**src/rtl/cd_line_ctrl.sv**
```systemverilog
module cd_line_ctrl #(
  parameter int ADDR_W = 8,
  parameter int DATA_W = 32,
  parameter int IDX_W  = 2
) (
  input  logic              clk,
  input  logic              rst_n,
  input  logic [31:0]       ctrl_reg,
  input  logic              cpu_req_valid,
  output logic              cpu_req_ready,
  input  logic              cpu_we,
  input  logic [ADDR_W-1:0] cpu_addr,
  input  logic [DATA_W-1:0] cpu_wdata,
  output logic              cpu_resp_valid,
  output logic [DATA_W-1:0] cpu_rdata,
  input  logic              prb_valid,
  output logic              prb_ready,
  input  logic [1:0]        prb_kind,
  input  logic [ADDR_W-1:0] prb_addr,
  output logic              prb_ack,
  input  logic              flush_req,
  output logic              flush_done,
  output logic              mem_valid,
  input  logic              mem_ready,
  output logic              mem_we,
  output logic              mem_uc,
  output logic [ADDR_W-1:0] mem_addr,
  output logic [DATA_W-1:0] mem_wdata,
  input  logic [DATA_W-1:0] mem_rdata
);
  localparam int LINES = 1 << IDX_W;
  localparam int TAG_W = ADDR_W - IDX_W;
  localparam logic [1:0] ST_I = 2'b00, ST_S = 2'b01, ST_O = 2'b10, ST_M = 2'b11;
  localparam logic [IDX_W-1:0] LAST = IDX_W'(LINES - 1);

  typedef enum logic [3:0] {
    S_IDLE, S_LOOK, S_CWB, S_UCA, S_EVICT, S_FILL, S_PLOOK, S_PWB, S_FLUSH
  } fsm_t;

  fsm_t              state;
  logic [1:0]        st [LINES];
  logic [TAG_W-1:0]  tg [LINES];
  logic [DATA_W-1:0] dt [LINES];
  logic              r_we, flush_pend, resp_q, ack_q, fdone_q;
  logic [ADDR_W-1:0] r_addr;
  logic [DATA_W-1:0] r_wdata, rdata_q;
  logic [1:0]        r_kind;
  logic [IDX_W-1:0]  fidx;

  wire [IDX_W-1:0] idx    = r_addr[IDX_W-1:0];
  wire [TAG_W-1:0] tag    = r_addr[ADDR_W-1:IDX_W];
  wire             cd     = ctrl_reg[30];
  wire [1:0]       cur_st = st[idx];
  wire             hit    = (cur_st != ST_I) && (tg[idx] == tag);
  wire             dirty  = cur_st[1];
  wire             f_dirty = st[fidx][1];
  wire             p_inv  = (r_kind != 2'b00);
  wire             granted = mem_valid && mem_ready;
  logic unused_ctrl;
  assign unused_ctrl = ^{ctrl_reg[31], ctrl_reg[29:0]};

  assign prb_ready      = (state == S_IDLE);
  assign cpu_req_ready  = (state == S_IDLE) && !prb_valid && !flush_pend;
  assign cpu_resp_valid = resp_q;
  assign cpu_rdata      = rdata_q;
  assign prb_ack        = ack_q;
  assign flush_done     = fdone_q;
  assign mem_uc         = cd;

  always_comb begin
    mem_valid = 1'b0;
    mem_we    = 1'b1;
    mem_addr  = {tg[idx], idx};
    mem_wdata = dt[idx];
    case (state)
      S_CWB, S_EVICT, S_PWB: mem_valid = 1'b1;
      S_UCA: begin
        mem_valid = 1'b1;
        mem_we    = r_we;
        mem_addr  = r_addr;
        mem_wdata = r_wdata;
      end
      S_FILL: begin
        mem_valid = 1'b1;
        mem_we    = 1'b0;
        mem_addr  = r_addr;
      end
      S_FLUSH: begin
        mem_valid = f_dirty;
        mem_addr  = {tg[fidx], fidx};
        mem_wdata = dt[fidx];
      end
      default: ;
    endcase
  end

  always_ff @(posedge clk) begin
    if (!rst_n) begin
      state      <= S_IDLE;
      r_we       <= 1'b0;
      r_addr     <= '0;
      r_wdata    <= '0;
      r_kind     <= '0;
      rdata_q    <= '0;
      fidx       <= '0;
      flush_pend <= 1'b0;
      resp_q     <= 1'b0;
      ack_q      <= 1'b0;
      fdone_q    <= 1'b0;
      for (int i = 0; i < LINES; i++) begin
        st[i] <= ST_I;
        tg[i] <= '0;
        dt[i] <= '0;
      end
    end else begin
      resp_q     <= 1'b0;
      ack_q      <= 1'b0;
      fdone_q    <= 1'b0;
      flush_pend <= flush_pend || flush_req;
      case (state)
        S_IDLE: begin
          if (prb_valid) begin
            r_addr <= prb_addr;
            r_kind <= prb_kind;
            state  <= S_PLOOK;
          end else if (flush_pend) begin
            flush_pend <= flush_req;
            fidx       <= '0;
            state      <= S_FLUSH;
          end else if (cpu_req_valid) begin
            r_addr  <= cpu_addr;
            r_we    <= cpu_we;
            r_wdata <= cpu_wdata;
            state   <= S_LOOK;
          end
        end
        S_LOOK: begin
          if (!cd) begin
            if (hit) begin
              if (r_we) begin
                dt[idx] <= r_wdata;
                st[idx] <= ST_M;
              end else begin
                rdata_q <= dt[idx];
              end
              resp_q <= 1'b1;
              state  <= S_IDLE;
            end else if (dirty) begin
              state <= S_EVICT;
            end else if (r_we) begin
              dt[idx] <= r_wdata;
              tg[idx] <= tag;
              st[idx] <= ST_M;
              resp_q  <= 1'b1;
              state   <= S_IDLE;
            end else begin
              state <= S_FILL;
            end
          end else if (hit && dirty) begin
            state <= S_CWB;
          end else begin
            if (hit) st[idx] <= ST_I;
            state <= S_UCA;
          end
        end
        S_CWB: if (granted) begin
          st[idx] <= ST_I;
          state   <= S_UCA;
        end
        S_UCA: if (granted) begin
          if (!r_we) rdata_q <= mem_rdata;
          resp_q <= 1'b1;
          state  <= S_IDLE;
        end
        S_EVICT: if (granted) begin
          if (r_we) begin
            dt[idx] <= r_wdata;
            tg[idx] <= tag;
            st[idx] <= ST_M;
            resp_q  <= 1'b1;
            state   <= S_IDLE;
          end else begin
            st[idx] <= ST_I;
            state   <= S_FILL;
          end
        end
        S_FILL: if (granted) begin
          dt[idx] <= mem_rdata;
          tg[idx] <= tag;
          st[idx] <= ST_S;
          rdata_q <= mem_rdata;
          resp_q  <= 1'b1;
          state   <= S_IDLE;
        end
        S_PLOOK: begin
          if (hit && dirty && (cd || p_inv)) begin
            state <= S_PWB;
          end else begin
            if (hit && p_inv) st[idx] <= ST_I;
            else if (hit && !cd && cur_st == ST_M) st[idx] <= ST_O;
            ack_q <= 1'b1;
            state <= S_IDLE;
          end
        end
        S_PWB: if (granted) begin
          st[idx] <= p_inv ? ST_I : ST_S;
          ack_q   <= 1'b1;
          state   <= S_IDLE;
        end
        S_FLUSH: if (!f_dirty || granted) begin
          st[fidx] <= ST_I;
          if (fidx == LAST) begin
            fdone_q <= 1'b1;
            state   <= S_IDLE;
          end else begin
            fidx <= fidx + 1'b1;
          end
        end
        default: state <= S_IDLE;
      endcase
    end
  end
endmodule

```
**config.mk**
```make
export PLATFORM = sky130hd
export DESIGN_NAME = cd_line_ctrl
export DESIGN_NICKNAME = d
export VERILOG_FILES = /design/src/rtl/cd_line_ctrl.sv
export SDC_FILE = /design/constraint.sdc
export NUM_CORES = 1
export LEC_CHECK = 0
export CAP_MARGIN = 20
export CORE_UTILIZATION = 46
export CTS_CLUSTER_DIAMETER = 80
export CTS_CLUSTER_SIZE = 10
export DETAILED_ROUTE_END_ITERATION = 12
export PLACE_DENSITY = 0.79
export RECOVER_POWER = 100
export SYNTH_ARGS = -nofsm -noshare
export SYNTH_HDL_FRONTEND = slang
export SYNTH_SLANG_ARGS = --single-unit
```
**constraint.sdc**
```tcl
create_clock -name clk -period 5.7 [get_ports clk]
set_input_delay 1.14 -clock clk [delete_from_list [all_inputs] [get_ports clk]]
set_output_delay 1.14 -clock clk [all_outputs]
set_load 0.01 [all_outputs]
```
==> results of run 1 <==
## flip-flops by register name, indices dropped and copies added (netlist names), 4 cells and up, named ones only
name / cells
tg: 24
r_addr: 8
st: 8
r_wdata: 32
dt: 128
state: 4
cpu_rdata: 32
## through the flow
step	area [sq um]	utilization [%]	cells
6_report	15400	56.8	1670
5_1_grt	15400	56.8	1670
4_1_cts	15600	57.5	1670
3_5_place_dp	14800	54.6	1620
3_3_place_gp	14800	54.6	1620
2_1_floorplan	12900	-	1148
## cell families after synthesis
family	count (synthesis)	synth area share, %
AOI/OAI and AO/OA	162	9.03
xor gates and xnor gates	7	0.709
adders and majority gates	1	0.0972
buffers and inverters	96	3.51
DFF	249	51.2
muxes	120	17.0
and+or+nand+nor	513	18.5
## power groups by stage
stage | combinational, mW | clock (mW) | sequential, mW
6_report | 1.67 | 1.60 | 2.23
5_1_grt | 1.80 | 1.69 | 2.25
4_1_cts | 1.77 | 1.62 | 2.23
3_5_place_dp | 1.76 | 0 | 2.27
3_3_place_gp | 1.73 | 0 | 2.26
2_1_floorplan | 1.14 | 0 | 2.16
## per-layer routing
layer	vias up	track usage, %	wire, um	share of wire (%)
met5	-	0	0	0
met2	425	42.3	17300	50
met4	0	9.60	1140	3.3
li1	4450	-	-	-
met3	78	2.75	2510	7.2
met1	4813	31.3	13800	40
## cells in the final DEF, fill, tap and decap left out, drive strengths merged, types with 10 or more instances in the layout
cell type / synthesis / layout
clkbuf: 54 / 56
and3: 14 / 14
dlygate4sd3: 0 / 73
clkdlybuf4s50: 0 / 96
nand2b: 15 / 15
edfxtp: 160 / 160
nand2: 240 / 240
buf: 34 / 12
a311oi: 32 / 32
mux4: 79 / 79
a211oi: 10 / 10
a21oi: 45 / 45
and2: 17 / 17
dfxtp: 89 / 89
mux2i: 41 / 41
a22oi: 40 / 40
nor2: 183 / 183
o21ai: 12 / 12
## worst min-delay path, delay by kind of cell (launching register included)
family           cells  cell delay, ps
AND/OR/NAND/NOR      1              50
AO/OA/AOI/OAI        1              50
flip-flops           1             310
## final cells by class
| cell class | instances | area (sq um) | share of cell area (%) |
|---|---|---|---|
| inverters | 8 | 30.0 | 0.195 |
| well taps | 372 | 465 | 3.02 |
| clock inverters | 1 | 16.3 | 0.105 |
| repair buffers | 188 | 1810 | 11.8 |
| flip-flops and latches | 249 | 6600 | 42.8 |
| clock buffers | 49 | 779 | 5.05 |
| multi-input cells | 803 | 5730 | 37.1 |
## path summary, 6_finish.rpt
path,start,slack (ps),to,cells after the start
max,state[3]$_SDFFE_PN0P_,640,mem_addr[3],6
min,r_wdata[6]$_SDFFE_PN0P_,470,r_wdata[6]$_SDFFE_PN0P_,2
max reg2reg,state[3]$_SDFFE_PN0P_,810,cpu_rdata[13]$_SDFFE_PN0P_,9
min reg2reg,r_wdata[6]$_SDFFE_PN0P_,470,r_wdata[6]$_SDFFE_PN0P_,2
==> reports/qor.json, run 1 <==
{
  "critical_path": {
    "worst_path_max_delay_cell": "clkbuf_2",
    "cp.arrival_ps": 3920,
    "worstPathCellList": "nor4b_2 -> clkbuf_2 -> nor2_1 -> a22oi_1 -> nand2_1 -> clkdlybuf4s50_1",
    "crit_required_ps": 4560,
    "worstPathMaxFanout": 46,
    "timing_worst_setup_path_type": "reg -> out",
    "timing.critical_path.buf_inv": 2,
    "critical-path-top-delay-family": "buffers and inverters",
    "worst_setup_path_start_kind": "register",
    "critical_path.max_stage_delay_ps": 1010,
    "critical_path.endpoint_type": "output pin"
  },
  "job": {
    "drv_cap": 2
  },
  "final_layout": {
    "layout-drive-gt1-share_pct": 12.6,
    "fillers": 2243,
    "flow.area_growth_from_synthesis_pct": 19.8,
    "antenna-diode-count": 0,
    "layout.nets": 1400
  },
  "yosys": {
    "synthesis.area_sq_um": 12900,
    "synth.yosys.warnings": 0,
    "synth-main-ff-cell": "edfxtp_1",
    "synthArstFlopShare_pct": 0,
    "synth_top_cells_by_count": "nand2_1, edfxtp_1, nor2_1, dfxtp_1, mux4_2",
    "ys_types": 62,
    "yosysTopAreaCellShare_pct": 37.3,
    "synth-edff-count": 160,
    "ys_ff_latch": 249,
    "synthCells": 1148,
    "synth_most_common_cell": "nand2_1",
    "synth.largest_area_cell": "edfxtp_1",
    "total_nets_after_synthesis": 1270,
    "synth_top_cells_by_area": "edfxtp_1, dfxtp_1, mux4_2",
    "ys_seq_area_share_pct": 51.2,
    "post_syn_area_per_cell_sq_um": 11.2
  },
  "placement": {
    "hpwl_after_dpl_um": 21400,
    "io_buffers": 169,
    "pre_cts_ws_ps": 1440,
    "gp_routability_congestion": 0.860
  },
  "power": {
    "seqPwrFrac_pct": 40.6,
    "share_comb_of_total_power_pct": 30.4,
    "p_clk_share_pct": 29.1,
    "total_power_mw": 5.50,
    "power.share.switching_pct": 32.4,
    "vdd_drop_max_mv": 0.243,
    "p_per_area_nw_per_um2": 357,
    "internal_power_consumption_mw": 3.72,
    "total_leakage_power_nw": 5.23,
    "power.switching_mw": 1.78
  },
  "global_route": {
    "overall_routing_resource_usage_pct": 24.4,
    "first_global_vias": 9898,
    "pin_count_of_the_biggest_net_entering_global_routing": 82,
    "grt_pass1_wl_um": 54000,
    "initial_antenna_violation_count": 0,
    "overflow": 0
  },
  "clock_tree": {
    "tritoncts": "built",
    "cts_sinks": 249,
    "cts_max_path_buffers": 3,
    "ctsResizeCount": 0,
    "clk-insertion-delay-late_ps": 550,
    "postCtsSetupBuffers": 0,
    "cts_made_buffers": 28,
    "clk_transition_reported_paths_ps": 50,
    "ctsRootBufferMaster": "clkbuf_16",
    "cts_hold_buffers": 0,
    "cts_h_tree_lvls": 1
  },
  "routing": {
    "drc": 0,
    "detailedRoute.firstIterationViolations": 878,
    "vias": 9766,
    "ant_nets": 0,
    "finalWirelength_um": 34800,
    "detail_route.wl_per_cell_um": 20.8,
    "vias_per_cell": 5.85,
    "first_pass_drt_iterations": 7
  },
  "floorplan": {
    "die_width_um": 169,
    "total_die_area_sq_um": 28700,
    "die_height_um": 169,
    "pin_count": 201,
    "initial_core_util_pct": 47.4,
    "core_region_area_sq_um": 27200,
    "floorplan.rows": 60
  },
  "sta": {
    "clock_skew_ps": 18.1,
    "setup_violations": 0,
    "fmax_mhz": 198,
    "totalNegativeSetupSlack_ps": 0,
    "final-hold-violation-count": 0,
    "hold_slack_ps": 471,
    "finalWorstSetupSlack_ps": 644,
    "period_share_pct": 88.7,
    "post-route-min-period_ps": 5060,
    "timing.max_slew.rel_slack_pct": -29.3,
    "max_slew.worst_pin.slew_ps": 1940,
    "slew_violations": 124,
    "rsz_0062_raised_after_global_routing": "no"
  },
  "outcome": {
    "failed_checks": "capacitance limit, slew limit",
    "outcome": "complete, but fails checks"
  },
  "worst_hold_path": {
    "min-delay-path-class": "reg -> reg"
  }
}
Note: power is estimated with default switching activity, not from simulation.
==> run 2: changes to the inputs <==
- GPL_ROUTABILITY_DRIVEN: default -> 1
==> results of run 2 <==
The final DEF is identical to that of run 1; final timing and power are the same.
==> run 3: changes to the inputs <==
- CORE_ASPECT_RATIO: default -> 0.8
==> run 3 against run 2 <==
The run still ends with capacitance limit, slew limit left. Core utilization down 0.31 points. Critical path depth up 1. Clock power about the same. Highest routed layer unchanged. Sequential cell count unchanged.
==> reports/qor.json, run 3 (synthesized netlist as in run 1, its figures left out) <==
{
  "outcome": {
    "outcome": "complete, but fails checks",
    "failed_checks": "capacitance limit, slew limit"
  },
  "sta": {
    "totalNegativeSetupSlack": {"value": 0, "unit": "ps", "change": "unchanged"},
    "clock_skew": {"value": 18.3, "unit": "ps", "change": "+0.202 ps"},
    "period_share": {"value": 86.1, "unit": "%", "change": "-2.6 points"},
    "slew_violations": {"value": 82, "change": "-34%"},
    "post-route-min-period": {"value": 4910, "unit": "ps", "change": "-149 ps"},
    "final-hold-violation-count": {"value": 0, "change": "unchanged"},
    "setup_violations": {"value": 0, "change": "unchanged"},
    "timing.max_slew.rel_slack": {"value": -28.1, "unit": "%", "change": "+1.1 points"},
    "max_slew.worst_pin.slew": {"value": 1920, "unit": "ps", "change": "-17.0 ps"},
    "fmax": {"value": 204, "unit": "MHz", "change": "+3.0%"},
    "rsz_0062_raised_after_global_routing": "no"
  },
  "critical_path": {
    "worst_setup_path_start_kind": "register",
    "worstPathMaxFanout": {"value": 40, "change": "-13%"},
    "timing_worst_setup_path_type": "reg -> reg",
    "critical_path.endpoint_type": "register",
    "crit_required": {"value": 5940, "unit": "ps", "change": "+1380 ps"},
    "timing.reg2reg.worst_path_depth": {"value": 7, "change": "-2"},
    "cp.arrival": {"value": 5150, "unit": "ps", "change": "+1230 ps"},
    "timing.rr.end": "dt[3][3]$_DFFE_PP_",
    "rrSetupSlack": {"value": 790, "unit": "ps", "change": "-20 ps"}
  },
  "floorplan": {
    "initial_core_util": {"value": 47.1, "unit": "%", "change": "-0.32 points"},
    "pin_count": {"value": 201, "change": "unchanged"},
    "total_die_area": {"value": 28700, "unit": "sq um", "change": "about the same"},
    "die_width": {"value": 189, "unit": "um", "change": "+12%"},
    "core_region_area": {"value": 27400, "unit": "sq um", "change": "+0.69%"},
    "die_height": {"value": 152, "unit": "um", "change": "-10%"},
    "floorplan.rows": {"value": 54, "change": "-10%"}
  },
  "global_route": {
    "grt_pass1_wl": {"value": 54800, "unit": "um", "change": "+1.6%"},
    "overflow": {"value": 0, "change": "unchanged"},
    "pin_count_of_the_biggest_net_entering_global_routing": {"value": 82, "change": "unchanged"},
    "overall_routing_resource_usage": {"value": 25.0, "unit": "%", "change": "+0.63 points"},
    "initial_antenna_violation_count": {"value": 0, "change": "unchanged"},
    "first_global_vias": {"value": 9873, "change": "-0.25%"}
  },
  "final_layout": {
    "layout_commonest_cell": "nand2_1",
    "postLayoutCellArea": {"value": 15400, "unit": "sq um", "change": "+0.14%"},
    "layoutNonFillerInstCount": {"value": 1667, "change": "-0.18%"},
    "most-common-layout-cells": "nand2_1, nor2_1, edfxtp_1",
    "largest_register_ff_count": {"value": 128, "change": "unchanged"},
    "antenna-diode-count": {"value": 0, "change": "unchanged"},
    "layout-drive-gt1-share": {"value": 12.5, "unit": "%", "change": "-0.13 points"},
    "flow.area_growth_from_synthesis_pct": 20.0,
    "layout.nets": {"value": 1403, "change": "+0.21%"},
    "finalCoreUtilization": {"value": 56.5, "unit": "%", "change": "-0.31 points"},
    "fillers": {"value": 2313, "change": "+3.1%"},
    "largest_register": "dt"
  },
  "routing": {
    "first_pass_drt_iterations": {"value": 5, "change": "-2"},
    "drc": {"value": 0, "change": "unchanged"},
    "finalWirelength": {"value": 35500, "unit": "um", "change": "+2.1%"},
    "vias": {"value": 9934, "change": "+1.7%"},
    "vias_per_cell": {"value": 5.96, "change": "+1.9%"},
    "detail_route.wl_per_cell": {"value": 21.3, "unit": "um", "change": "+2.3%"},
    "detailedRoute.firstIterationViolations": {"value": 1063, "change": "+21%"},
    "ant_nets": {"value": 0, "change": "unchanged"}
  },
  "placement": {
    "hpwl_after_dpl": {"value": 22100, "unit": "um", "change": "+3.2%"},
    "gp_routability_congestion": {"value": 0.889, "change": "+3.4%"},
    "dp.cells": {"value": 1614, "change": "-0.37%"},
    "io_buffers": {"value": 169, "change": "unchanged"},
    "post_dp_cell_area": {"value": 14800, "unit": "sq um", "change": "about the same"}
  },
  "worst_hold_path": {
    "min-delay-path-class": "reg -> reg",
    "hold_end": "r_wdata[29]$_SDFFE_PN0P_",
    "min_from": "r_wdata[29]$_SDFFE_PN0P_",
    "min_delay_path_depth": {"value": 2, "change": "unchanged"}
  },
  "clock_tree": {
    "ctsResizeCount": {"value": 0, "change": "unchanged"},
    "tritoncts": "built",
    "cts_made_buffers": {"value": 28, "change": "unchanged"},
    "ctsRootBufferMaster": "clkbuf_16",
    "cts_max_path_buffers": {"value": 3, "change": "unchanged"},
    "clk_transition_reported_paths": {"value": 60, "unit": "ps", "change": "about the same"},
    "cts_h_tree_lvls": {"value": 1, "change": "unchanged"},
    "postCtsSetupBuffers": {"value": 0, "change": "unchanged"},
    "cts_sinks": {"value": 249, "change": "unchanged"},
    "clk-insertion-delay-late": {"value": 550, "unit": "ps", "change": "about the same"},
    "cts_hold_buffers": {"value": 0, "change": "unchanged"}
  },
  "job": {
    "drv_cap": {"value": 1, "change": "-1"}
  },
  "power": {
    "p_per_area": {"value": 359, "unit": "nW/um^2", "change": "+0.60%"},
    "vdd_drop_max": {"value": 0.228, "unit": "mV", "change": "-6.2%"},
    "total_leakage_power": {"value": 5.25, "unit": "nW", "change": "+0.42%"}
  }
}
## run 3: report_power, final
part | internal (mW) | switching (mW) | total (mW)
clock | 0.922 | 0.702 | 1.62
sequential | 2.05 | 0.218 | 2.26
combinational | 0.756 | 0.901 | 1.66
## run 3: per-stage QoR
| step | power (mW) | setup WS (ps) | hold slack, ps |
|---|---|---|---|
| 5_1_grt | 5.78 | 503 | 485 |
| 3_5_place_dp | 4.04 | 1530 | 462 |
| 3_3_place_gp | 4.00 | 1550 | 455 |
| 4_1_cts | 5.66 | 1110 | 471 |
| 2_1_floorplan | 3.30 | 1110 | 444 |
| 6_report | 5.54 | 793 | 469 |
## run 3: layout make-up
cell class | instances | area [sq um] | area share [%]
Tap cell | 364 | 455 | 2.95
Clock inverter | 1 | 16.3 | 0.105
Inverter | 8 | 30.0 | 0.194
Multi-Input combinational cell | 803 | 5720 | 37.0
Sequential cell | 249 | 6600 | 42.7
Timing Repair Buffer | 191 | 1840 | 11.9
Clock buffer | 51 | 787 | 5.09
## run 3: worst max-delay path: stages (launching register included)
cell and delay [ps]:
dfxtp_4 930, mux4_2 740, o2111ai_1 500, o21ai_0 400
a21oi_4 610, clkbuf_1 960, o21ai_4 90, buf_4 330
## run 3: metal layers
metal	part of all wire, %	GRT usage, %	routed length, um	vias up
met2	48	41.5	16900	608
met3	11	4.81	3750	87
met5	0	0	0	-
met1	39	33.4	13900	4778
met4	2.7	7.70	955	0
li1	-	-	-	4461
## run 3: worst max-delay path by stage
stage / from / end / slack [ps] / depth (start not counted)
floorplan: register / dt[3][0]$_DFFE_PP_ / 1110 / 8
global placement: prb_valid / cpu_req_ready / 1550 / 4
detailed placement: register / dt[2][31]$_SDFFCE_PN0P_ / 1530 / 7
CTS: state[3]$_SDFFE_PN0P_ / mem_wdata[29] / 1110 / 6
global route: register / cpu_rdata[3]$_SDFFE_PN0P_ / 500 / 8
finish: register / dt[3][3]$_DFFE_PP_ / 790 / 7
